File: src/rtl/ecorr_pkg.sv
// Shared sizing defaults for the bit-weight corrector.
package ecorr_pkg;
    localparam int unsigned STAGES_DEF = 15;  // raw decision bits per sample
    localparam int unsigned WGT_W_DEF  = 16;  // weight word width
    localparam int unsigned FRAC_W_DEF = 4;   // fractional bits in a weight
    localparam int unsigned CODE_W_DEF = 12;  // output code width
endpackage

File: src/rtl/skew_align.sv
// Triangular delay array: lane k holds STAGES+1-k flops, so the bits of one
// sample all sit in the last flop of their lanes after start edge + STAGES.
module skew_align #(
    parameter int unsigned STAGES = ecorr_pkg::STAGES_DEF
) (
    input  logic              clk,
    input  logic              rst_n,
    input  logic              start,
    input  logic [STAGES-1:0] raw,
    output logic              al_vld,
    output logic [STAGES-1:0] al_bits
);
    localparam int unsigned TAG_D = STAGES + 1;

    logic [TAG_D-1:0] tag_q;

    for (genvar k = 0; k < STAGES; k++) begin : g_lane
        localparam int unsigned D = STAGES + 1 - k;
        logic [D-1:0] chain_q;
        always_ff @(posedge clk or negedge rst_n) begin
            if (!rst_n) chain_q <= '0;
            else        chain_q <= {chain_q[D-2:0], raw[k]};
        end
        assign al_bits[k] = chain_q[D-1];
    end

    always_ff @(posedge clk or negedge rst_n) begin
        if (!rst_n) tag_q <= '0;
        else        tag_q <= {tag_q[TAG_D-2:0], start};
    end
    assign al_vld = tag_q[TAG_D-1];

    // the newest lane sees the raw bit sampled on the previous edge
    p_last_lane_r1: assert property (@(posedge clk) disable iff (!rst_n)
        g_lane[STAGES-1].chain_q[0] == $past(raw[STAGES-1]));
endmodule

File: src/rtl/coef_bank.sv
// Register-file weight memory: one write port, one registered read port,
// and every word exposed in parallel for the adder pipeline.
module coef_bank #(
    parameter int unsigned DEPTH  = ecorr_pkg::STAGES_DEF + 1,
    parameter int unsigned WGT_W  = ecorr_pkg::WGT_W_DEF,
    parameter int unsigned ADDR_W = $clog2(DEPTH)
) (
    input  logic                   clk,
    input  logic                   rst_n,
    input  logic                   wr_en,
    input  logic [ADDR_W-1:0]      addr,
    input  logic [WGT_W-1:0]       wr_data,
    output logic [WGT_W-1:0]       rd_data,
    output logic [DEPTH*WGT_W-1:0] wgt_flat
);
    logic [WGT_W-1:0] mem_q [DEPTH];
    logic             in_range;

    assign in_range = (int'(addr) < DEPTH);

    always_ff @(posedge clk or negedge rst_n) begin
        if (!rst_n) begin
            for (int i = 0; i < DEPTH; i++) mem_q[i] <= '0;
            rd_data <= '0;
        end else begin
            rd_data <= in_range ? mem_q[addr] : '0;  // value before this write
            if (wr_en && in_range) mem_q[addr] <= wr_data;
        end
    end

    for (genvar i = 0; i < DEPTH; i++) begin : g_flat
        assign wgt_flat[i*WGT_W +: WGT_W] = mem_q[i];
    end

    // a write is visible in the addressed word on the following cycle
    p_write_lands_r7: assert property (@(posedge clk) disable iff (!rst_n)
        (wr_en && in_range) |=> (mem_q[$past(addr)] == $past(wr_data)));
    // with no write, the memory word read out does not change underneath
    p_word_steady_r7: assert property (@(posedge clk) disable iff (!rst_n)
        (!wr_en && in_range) |=> (mem_q[$past(addr)] == $past(mem_q[addr])));
endmodule

File: src/rtl/wsum_pipe.sv
// Two-cycle weighted sum: stage A gates and adds two halves of the weight
// set, stage B joins them, rounds half up and saturates.
module wsum_pipe #(
    parameter int unsigned STAGES = ecorr_pkg::STAGES_DEF,
    parameter int unsigned WGT_W  = ecorr_pkg::WGT_W_DEF,
    parameter int unsigned FRAC_W = ecorr_pkg::FRAC_W_DEF,
    parameter int unsigned CODE_W = ecorr_pkg::CODE_W_DEF
) (
    input  logic                            clk,
    input  logic                            rst_n,
    input  logic                            in_vld,
    input  logic [STAGES-1:0]               in_bits,
    input  logic [(STAGES+1)*WGT_W-1:0]     wgt_flat,
    output logic                            out_vld,
    output logic [CODE_W-1:0]               out_code
);
    localparam int unsigned DEPTH = STAGES + 1;
    localparam int unsigned HALF  = DEPTH / 2;
    localparam int unsigned SUM_W = WGT_W + $clog2(DEPTH);
    localparam logic [SUM_W:0] RND   = (SUM_W+1)'(1) << (FRAC_W - 1);
    localparam logic [SUM_W:0] MAXV  = (SUM_W+1)'((1 << CODE_W) - 1);
    localparam logic [SUM_W:0] SAT_T = ((SUM_W+1)'(1) << (CODE_W + FRAC_W)) - RND;

    logic [DEPTH-1:0] sel;
    logic [SUM_W-1:0] lo_n, hi_n, lo_q, hi_q;
    logic             a_vld_q;
    logic [SUM_W:0]   tot, shr;
    logic [CODE_W-1:0] code_n;

    assign sel = {1'b1, in_bits};  // offset word always contributes

    always_comb begin
        lo_n = '0;
        hi_n = '0;
        for (int i = 0; i < DEPTH; i++) begin
            if (sel[i]) begin
                if (i < HALF) lo_n = lo_n + SUM_W'(wgt_flat[i*WGT_W +: WGT_W]);
                else          hi_n = hi_n + SUM_W'(wgt_flat[i*WGT_W +: WGT_W]);
            end
        end
    end

    always_ff @(posedge clk or negedge rst_n) begin
        if (!rst_n) begin
            lo_q    <= '0;
            hi_q    <= '0;
            a_vld_q <= 1'b0;
        end else begin
            a_vld_q <= in_vld;
            if (in_vld) begin
                lo_q <= lo_n;
                hi_q <= hi_n;
            end
        end
    end

    always_comb begin
        tot    = {1'b0, lo_q} + {1'b0, hi_q} + RND;
        shr    = tot >> FRAC_W;
        code_n = (shr > MAXV) ? '1 : shr[CODE_W-1:0];
    end

    always_ff @(posedge clk or negedge rst_n) begin
        if (!rst_n) begin
            out_vld  <= 1'b0;
            out_code <= '0;
        end else begin
            out_vld <= a_vld_q;
            if (a_vld_q) out_code <= code_n;
        end
    end

    // a result leaves exactly two cycles after its aligned sample
    p_two_cycle_r5: assert property (@(posedge clk) disable iff (!rst_n)
        out_vld |-> $past(in_vld, 2));
    // without a result the code does not move
    p_code_hold_r6: assert property (@(posedge clk) disable iff (!rst_n)
        !$past(a_vld_q) |-> $stable(out_code));
    // a partial-sum total at or above the saturation point gives full scale
    p_no_overflow_r4: assert property (@(posedge clk) disable iff (!rst_n)
        ($past(a_vld_q) && ($past({1'b0, lo_q} + {1'b0, hi_q}) >= SAT_T))
        |-> (out_code == '1));
endmodule

File: src/rtl/stage_err_corrector.sv
// Top: skew alignment, weight memory and weighted-sum pipeline.
module stage_err_corrector #(
    parameter int unsigned STAGES = ecorr_pkg::STAGES_DEF,
    parameter int unsigned WGT_W  = ecorr_pkg::WGT_W_DEF,
    parameter int unsigned FRAC_W = ecorr_pkg::FRAC_W_DEF,
    parameter int unsigned CODE_W = ecorr_pkg::CODE_W_DEF,
    parameter int unsigned ADDR_W = $clog2(STAGES + 1)
) (
    input  logic              clk,
    input  logic              rst_n,
    input  logic              smp_start,
    input  logic [STAGES-1:0] raw_bits,
    input  logic              cf_we,
    input  logic [ADDR_W-1:0] cf_addr,
    input  logic [WGT_W-1:0]  cf_wdata,
    output logic [WGT_W-1:0]  cf_rdata,
    output logic              code_valid,
    output logic [CODE_W-1:0] code
);
    localparam int unsigned DEPTH = STAGES + 1;

    logic                    al_vld;
    logic [STAGES-1:0]       al_bits;
    logic [DEPTH*WGT_W-1:0]  wgt_flat;

    skew_align #(.STAGES(STAGES)) u_align (
        .clk     (clk),
        .rst_n   (rst_n),
        .start   (smp_start),
        .raw     (raw_bits),
        .al_vld  (al_vld),
        .al_bits (al_bits)
    );

    coef_bank #(.DEPTH(DEPTH), .WGT_W(WGT_W), .ADDR_W(ADDR_W)) u_bank (
        .clk      (clk),
        .rst_n    (rst_n),
        .wr_en    (cf_we),
        .addr     (cf_addr),
        .wr_data  (cf_wdata),
        .rd_data  (cf_rdata),
        .wgt_flat (wgt_flat)
    );

    wsum_pipe #(.STAGES(STAGES), .WGT_W(WGT_W), .FRAC_W(FRAC_W),
                .CODE_W(CODE_W)) u_sum (
        .clk      (clk),
        .rst_n    (rst_n),
        .in_vld   (al_vld),
        .in_bits  (al_bits),
        .wgt_flat (wgt_flat),
        .out_vld  (code_valid),
        .out_code (code)
    );

    // the first cycle out of reset never carries a result
    p_quiet_after_reset_r9: assert property (@(posedge clk) disable iff (!rst_n)
        $rose(rst_n) |-> !code_valid);
endmodule

File: config.mk
export PLATFORM = sky130hd
export DESIGN_NAME = stage_err_corrector
export DESIGN_NICKNAME = d
export VERILOG_FILES = /design/src/rtl/ecorr_pkg.sv /design/src/rtl/skew_align.sv /design/src/rtl/coef_bank.sv /design/src/rtl/wsum_pipe.sv /design/src/rtl/stage_err_corrector.sv
export SDC_FILE = /design/constraint.sdc
export NUM_CORES = 1
export LEC_CHECK = 0
export ABC_AREA = 1
export BUFFER_PORTS_ARGS = -buffer_cell sky130_fd_sc_hd__buf_2
export CORE_UTILIZATION = 60
export DETAILED_ROUTE_END_ITERATION = 8
export MAX_ROUTING_LAYER = met4
export PLACE_DENSITY_LB_ADDON = 0.15
export SLEW_MARGIN = 20
export SYNTH_ARGS = -nofsm -noshare
export SYNTH_HDL_FRONTEND = slang
export SYNTH_SLANG_ARGS = --single-unit
File: constraint.sdc
create_clock -name clk -period 11.9 [get_ports clk]
set_input_delay 1.785 -clock clk [delete_from_list [all_inputs] [get_ports clk]]
set_output_delay 1.785 -clock clk [all_outputs]
set_load 0.02 [all_outputs]
==> results of run 1 <==
==> cells by family after synthesis <==
| group | count (synthesis) | synth area share, % |
|---|---|---|
| muxes | 1 | 0.03190 |
| AOI/OAI and AO/OA | 989 | 17.73 |
| DFF | 477 | 38.04 |
| buffers and inverters | 538 | 6.515 |
| xor gates and xnor gates | 171 | 4.797 |
| and+or+nand+nor | 1585 | 21.42 |
| adders and majority gates | 279 | 11.46 |
==> power groups by stage <==
| stage | Combinational (uW) | Clock (uW) | Sequential [uW] |
|---|---|---|---|
| detailed placement | 6380 | 0 | 2220 |
| CTS | 6430 | 1670 | 2200 |
| floorplan | 5080 | 0 | 2140 |
| global route | 7360 | 1730 | 2230 |
| finish | 6500 | 1640 | 2210 |
| global placement | 6300 | 0 | 2220 |
==> flip-flops by register name (all words and copies together), names as in the netlist <==
| signal | flops |
|---|---|
| u_align.g_lane.chain_q | 135 |
| u_bank.wgt_flat | 256 |
| u_sum.hi_q | 20 |
| u_sum.a_vld_q | 1 |
| u_sum.out_code | 12 |
| u_bank.rd_data | 16 |
| u_align.tag_q | 16 |
| u_sum.lo_q | 20 |
| u_sum.out_vld | 1 |
==> metrics by stage <==
stage                     hold WS (ns)  area, sq um  total power, uW
after floorplan                 0.3312        31380             7219
after global placement          0.3313        32160             8525
after detailed placement        0.3347        32170             8597
after CTS                       0.3446        33890            10300
after global routing            0.3432        33910            11320
final                           0.3431        33910            10350
==> cell type report <==
| type | count | share of cell area [%] |
|---|---|---|
| multi-input cells | 3025 | 51.46 |
| well taps | 680 | 2.509 |
| repair buffers | 88 | 1.531 |
| clock buffers | 67 | 4.325 |
| inverters | 382 | 4.229 |
| diodes | 1 | 0.007380 |
| clock inverters | 26 | 0.7417 |
| flip-flops and latches | 477 | 35.20 |
==> placed cells by master (no fill, tap or decap), types with 15 or more instances in the layout <==
master / Yosys / layout
nand2_1: 1007 / 1006
dfrtp_1: 477 / 477
o21ai_0: 400 / 400
inv_1: 367 / 367
a21oi_1: 299 / 299
ha_1: 265 / 265
nand3_1: 214 / 214
nor2_1: 200 / 193
xor2_1: 104 / 104
o211ai_1: 68 / 68
xnor2_1: 66 / 66
buf_2: 8 / 66
a22oi_1: 62 / 62
clkbuf_16: 0 / 51
o21ai_1: 49 / 49
nand4_1: 48 / 48
a31oi_1: 24 / 24
nor3_1: 24 / 24
or2_2: 22 / 22
buf_4: 2 / 19
o21ai_2: 15 / 15
==> worst paths after layout <==
kind / from / to / cells past startpoint
max in group asynchronous: rst_n / u_sum.out_code[2] / 3
max: u_align.g_lane[8].chain_q[7] / u_sum.hi_q[19] / 51
max reg2reg: u_align.g_lane[8].chain_q[7] / u_sum.hi_q[19] / 51
min in group asynchronous: rst_n / u_align.g_lane[1].chain_q[0] / 1
min reg2reg: u_align.g_lane[6].chain_q[8] / u_align.g_lane[6].chain_q[9] / 0
min: u_align.g_lane[6].chain_q[8] / u_align.g_lane[6].chain_q[9] / 0
==> per-layer routing <==
| metal | up-vias | share of wire, % |
|---|---|---|
| met5 | - | 0 |
| met4 | 0 | 4.6 |
| met3 | 240 | 7.8 |
| met2 | 979 | 45 |
| li1 | 13570 | - |
| met1 | 13240 | 43 |
==> run_results.csv, run 1 <==
group,metric,value,unit
timing,fin_crit,10.09,ns
logic_synthesis,syn_nets,4358,
floorplan,fp.dieW,230.7,microns
clock_tree,clock-sinks,477,
layout,drive_gt1_share,6.740,%
logic_synthesis,synth.distinct_cells,58,
logic_synthesis,synth-seq-cells,477,
setup_path,path_common_cell,"nand2_1",
grt,grt_use_total,36.56,%
floorplan,die_area,0.05322,sq mm
layout,multi_input_area,0.01745,sq mm
status,outcome,"finished clean",
logic_synthesis,synth_common_cells,"1007 x nand2_1, 477 x dfrtp_1, 400 x o21ai_0",
timing,rsz0062_at_grt,"false",
grt,grt-busiest-layer,"met2",
clock_tree,cts_hold_buf,0,
layout,register_area,0.01194,sq mm
setup_path,cp-start-kind,"flop",
layout,syn2layout_area_growth,8.063,%
job,max_cap_viol_count,0,
power,peakVddDrop,0.1715,mV
clock_tree,cts_tree,"yes",
setup_path,setup.worst_path.end_class,"flop",
floorplan,start_util,60.92,%
grt,grt.overflow.total,0,
setup_path,required,12.39,ns
layout,finalCoreUtilization,65.83,%
timing,slew_headroom,19.50,%
clock_tree,insertion_delay,0.62,ns
logic_synthesis,ys_async_sr_fraction,100.0,%
routing,via_per_inst,5.906,
layout,final_cells,4746,
setup_path,cpMaxStageDelayCell,"dfrtp_1",
clock_tree,cts_setup_buffers,0,
setup_path,path_class,"flop to flop",
power,p_sw_share,48.12,%
grt,grt_pass1_vias,26320,
logic_synthesis,yosysMostFrequentCell,"nand2_1",
floorplan,core-area,0.05151,sq mm
clock_tree,cts_buffers,51,
timing,hold_viol,0,
setup_path,critPathTopFamily,"compound AO/OA/AOI/OAI gates",
power,p_leak,0.01670,uW
placed_design,numPlacedInstances,4652,
power,clkPwrFrac,15.9,%
timing,setup_ws,1.810,ns
layout,fillCellCount,4621,
timing,drv_slew,0,
power,p_int,5371,uW
layout,fin_nets,4343,
clock_tree,cts_resized,0,
routing,wl_per_cell,19.64,microns
setup_path,r2r_slack,1.81,ns
grt,grt_pass1_wl,146800,microns
logic_synthesis,syn_area,0.03138,sq mm
logic_synthesis,syn_avg_cell_area,7.767,sq um
placed_design,dp_slack,1.940,ns
timing,fin_crit_sh,84.79,%
setup_path,crit_arrival,10.58,ns
logic_synthesis,synth_edf_count,0,
power,p_per_area,305.4,mW/mm^2
routing,first_pass_iters,6,
power,seqPwrFrac,21.3,%
timing,fmax,99.11,MHz
logic_synthesis,synth_area_leader_cell,"dfrtp_1",
placed_design,io_buffers,67,
grt,antenna_found_initial,3,
floorplan,io_pins,68,
floorplan,row_count,83,
routing,routed_wl,93230,microns
logic_synthesis,ys_top_cells_by_area,"dfrtp_1 38%, nand2_1 12%, ha_1 11%, o21ai_0 6.4%, a21oi_1 4.8%",
placed_design,dp_hpwl,68040,microns
grt,use_met3,6.546,%
routing,num_vias,28030,
timing,finClkSkew,0.01762,ns
min_path,hold_class,"flop to flop",
clock_tree,htree_levels,2,
setup_path,path_buf_inv,2,
logic_synthesis,netlist_instances,4040,
clock_tree,clockBufferDepth,3,
timing,tns,0,ns
logic_synthesis,yosys_warnings,0,
placed_design,gp_routability_congestion,1.002,
logic_synthesis,yosysSeqAreaShare,38.04,%
setup_path,slowest_delay,0.59,ns
grt,use_met1,47.96,%
timing,setup_viol,0,
clock_tree,clk_pin_slew,0.06,ns
grt,grt_max_degree,159,
floorplan,die_h,230.7,microns
power,combPwrFrac,62.8,%
routing,final_antenna_net_count,0,
routing,drc,0,
logic_synthesis,ys.flop_type,"dfrtp_1",
timing,worst_pin_slew,1.206,ns
logic_synthesis,synth_top_area_share,38.04,%
grt,grt.met2_usage,55.74,%
power,p_switching,4983,uW
setup_path,worstPathMaxFanout,16,
routing,drtIter0Drc,2534,
clock_tree,cts_root_buf,"clkbuf_16",
No activity file was read; power rests on OpenSTA's default activity.
==> inputs of run 2 (changes only) <==
--- a/config.mk
+++ b/config.mk
@@ -5,9 +5,9 @@
 export SDC_FILE = /design/constraint.sdc
 export NUM_CORES = 1
 export LEC_CHECK = 0
-export ABC_AREA = 1
+export ABC_AREA = 0
 export BUFFER_PORTS_ARGS = -buffer_cell sky130_fd_sc_hd__buf_2
-export CORE_UTILIZATION = 60
+export CORE_UTILIZATION = 58
 export DETAILED_ROUTE_END_ITERATION = 8
 export MAX_ROUTING_LAYER = met4
 export PLACE_DENSITY_LB_ADDON = 0.15
==> constraint.sdc (replaced) <==
create_clock -name clk -period 9.1 [get_ports clk]
set_input_delay 1.365 -clock clk [delete_from_list [all_inputs] [get_ports clk]]
set_output_delay 1.365 -clock clk [all_outputs]
set_load 0.02 [all_outputs]
==> run_results.csv, run 2 <==
group,metric,value,unit
logic_synthesis,synth_common_cells,"477 x dfrtp_1, 347 x mux2_2, 265 x ha_1",
setup_path,slowest_delay,0.43,ns
logic_synthesis,synth_area_leader_cell,"dfrtp_1",
layout,final_cell_mix,"569 x buf_4, 476 x dfrtp_1, 319 x mux2_2",
status,violations,"negative setup slack",
routing,wl_per_cell,23.23,microns
logic_synthesis,netlist_instances,2906,
floorplan,die_h,235.0,microns
routing,routed_wl,98810,microns
placed_design,gp_routability_congestion,0.9512,
logic_synthesis,synth.distinct_cells,91,
routing,drc,0,
setup_path,worstPathMaxFanout,4,
floorplan,start_util,58.63,%
grt,grt_pass1_vias,26490,
setup_path,cp-start-kind,"flop",
clock_tree,cts_hold_buf,0,
logic_synthesis,ys_async_sr_fraction,100.0,%
routing,num_vias,26350,
layout,final_common_cell,"buf_4",
logic_synthesis,ys.flop_type,"dfrtp_1",
logic_synthesis,yosysSeqAreaShare,37.90,%
routing,drtIter0Drc,1840,
routing,first_pass_iters,5,
clock_tree,insertion_delay,0.64,ns
floorplan,row_count,85,
placed_design,io_buffers,67,
layout,fin_nets,3830,
timing,fmax,102.3,MHz
timing,finClkSkew,0.02739,ns
setup_path,cpMaxStageDelayCell,"o41a_1",
grt,grt_use_total,35.91,%
clock_tree,clockBufferDepth,3,
routing,final_antenna_net_count,0,
setup_path,path_common_cell,"ha_4",
placed_design,dp_hpwl,67820,microns
logic_synthesis,synth-seq-cells,477,
timing,worst_pin_slew,1.168,ns
clock_tree,htree_levels,2,
clock_tree,cts_root_buf,"clkbuf_16",
floorplan,core-area,0.05371,sq mm
timing,fin_crit_sh,107.5,%
min_path,hold_class,"flop to flop",
floorplan,io_pins,68,
status,outcome,"complete, but fails checks",
logic_synthesis,syn_avg_cell_area,10.84,sq um
logic_synthesis,ys_top_cells_by_area,"dfrtp_1 38%, mux2_2 12%, ha_1 11%, mux4_2 5.6%, xnor2_1 3.6%",
logic_synthesis,synth_top_area_share,37.90,%
layout,largest_reg_flops,256,
timing,setup_viol,12,
timing,hold_viol,0,
setup_path,path_class,"flop to flop",
timing,setup_ws,-0.6793,ns
placed_design,dp_slack,-1.061,ns
layout,drive_gt1_share,44.04,%
logic_synthesis,syn_nets,3224,
logic_synthesis,yosysMostFrequentCell,"dfrtp_1",
setup_path,reg2regPathDepth,54,
grt,antenna_found_initial,4,
timing,rsz0062_at_grt,"true",
min_path,min_path_cells,0,
job,max_cap_viol_count,0,
setup_path,required,9.57,ns
clock_tree,cts_tree,"yes",
clock_tree,clk_pin_slew,0.06,ns
routing,via_per_inst,6.195,
logic_synthesis,yosys_warnings,0,
layout,syn2layout_area_growth,31.68,%
floorplan,die_area,0.05523,sq mm
clock_tree,cts_buffers,54,
timing,slew_headroom,22.15,%
timing,drv_slew,0,
grt,grt.overflow.total,0,
logic_synthesis,synth_edf_count,0,
floorplan,fp.dieW,235.0,microns
clock_tree,clock-sinks,477,
setup_path,crit_arrival,10.25,ns
timing,fin_crit,9.779,ns
grt,grt_pass1_wl,150300,microns
grt,grt_max_degree,151,
setup_path,setup.worst_path.end_class,"flop",
logic_synthesis,syn_area,0.03149,sq mm
run 2: cell count changes after synthesis, moves of 48 or more:
cell / change
nand2_1: -832
mux2_2: +347
o21ai_0: -271
inv_1: -252
nand3_1: -178
a21oi_1: -110
mux4_2: +79
o21a_1: +64
xnor2_1: +63
a22oi_1: -57
o211ai_1: -52
a21o_1: +48
xor2_1: -48
run 2: final timing paths:
path	from	endpoint	slack [ns]
min in group asynchronous	rst_n	u_align.g_lane[8].chain_q[2]	0.67
worst min-delay path	u_align.g_lane[0].chain_q[3]	u_align.g_lane[0].chain_q[4]	0.34
worst max register to register	u_align.g_lane[0].chain_q[15]	u_sum.lo_q[19]	-0.68
worst min register to register	u_align.g_lane[0].chain_q[3]	u_align.g_lane[0].chain_q[4]	0.34
worst max-delay path	u_align.g_lane[0].chain_q[15]	u_sum.lo_q[19]	-0.68
max in group asynchronous	rst_n	u_align.g_lane[5].chain_q[2]	6.13
run 2: cell families (layout without fill, tap and decap cells):
| family | after synthesis | in the layout | share of synthesized area (%) |
|---|---|---|---|
| AOI/OAI and AO/OA | 695 | 695 | 14.79 |
| and+or+nand+nor | 588 | 588 | 8.721 |
| DFF | 477 | 477 | 37.90 |
| muxes | 452 | 452 | 19.00 |
| adders and majority gates | 281 | 281 | 11.49 |
| buffers and inverters | 223 | 873 | 2.666 |
| xor gates and xnor gates | 190 | 190 | 5.427 |
| other | 0 | 2 | 0 |
run 2: final cells by class:
cell class	count	area [sq um]
Antenna cell	2	5.005
Clock buffer	68	1495
Inverter	118	447.9
Fill cell	3338	12240
Tap cell	696	870.8
Multi-Input combinational cell	2206	21420
Sequential cell	477	11940
Timing Repair Buffer	655	4846
Clock inverter	32	442.9
run 2: through the flow:
| step | setup TNS [ns] | area, sq um | hold WS, ns | instances | utilization, % |
|---|---|---|---|---|---|
| global route | -10.79 | 41470 | 0.3508 | 4254 | 77.21 |
| detailed placement | -9.308 | 36420 | 0.3347 | 4024 | 67.81 |
| global placement | -6.366 | 36420 | 0.3313 | 4024 | 67.81 |
| finish | -5.867 | 41470 | 0.3439 | 4254 | 77.21 |
| CTS | -2.936 | 39820 | 0.3454 | 4200 | 74.13 |
| floorplan | -0.03919 | 32140 | 0.3312 | 2906 | - |
run 2: critical path: cells and delay by family (launching register included):
kind	cells	cell delay, ns
AO/OA/AOI/OAI	26	4.18
adder cells (fa/ha/maj)	8	2.14
AND/OR/NAND/NOR	11	1.43
XOR/XNOR	5	0.88
flip-flops	1	0.41
buffers and inverters	3	0.30
multiplexers	1	0.29
run 2: timing repair:
action | 4_1_cts | 5_1_grt
setup endpoints to repair | 17 | 20
setup buffers | 76 | 58
gates resized for setup | 180 | 224
pin swaps | 132 | 158
run 2: per-layer routing:
layer	vias up	GRT usage [%]	share of wire, %
li1	11890	-	-
met1	13310	48.39	42
met2	942	54.35	46
met3	210	5.909	7.3
met4	0	14.21	4.4
met5	-	-	0
Power of run 2 is not shown: default switching activity piles up to over one toggle a cycle in this logic, so the estimate is an artifact.
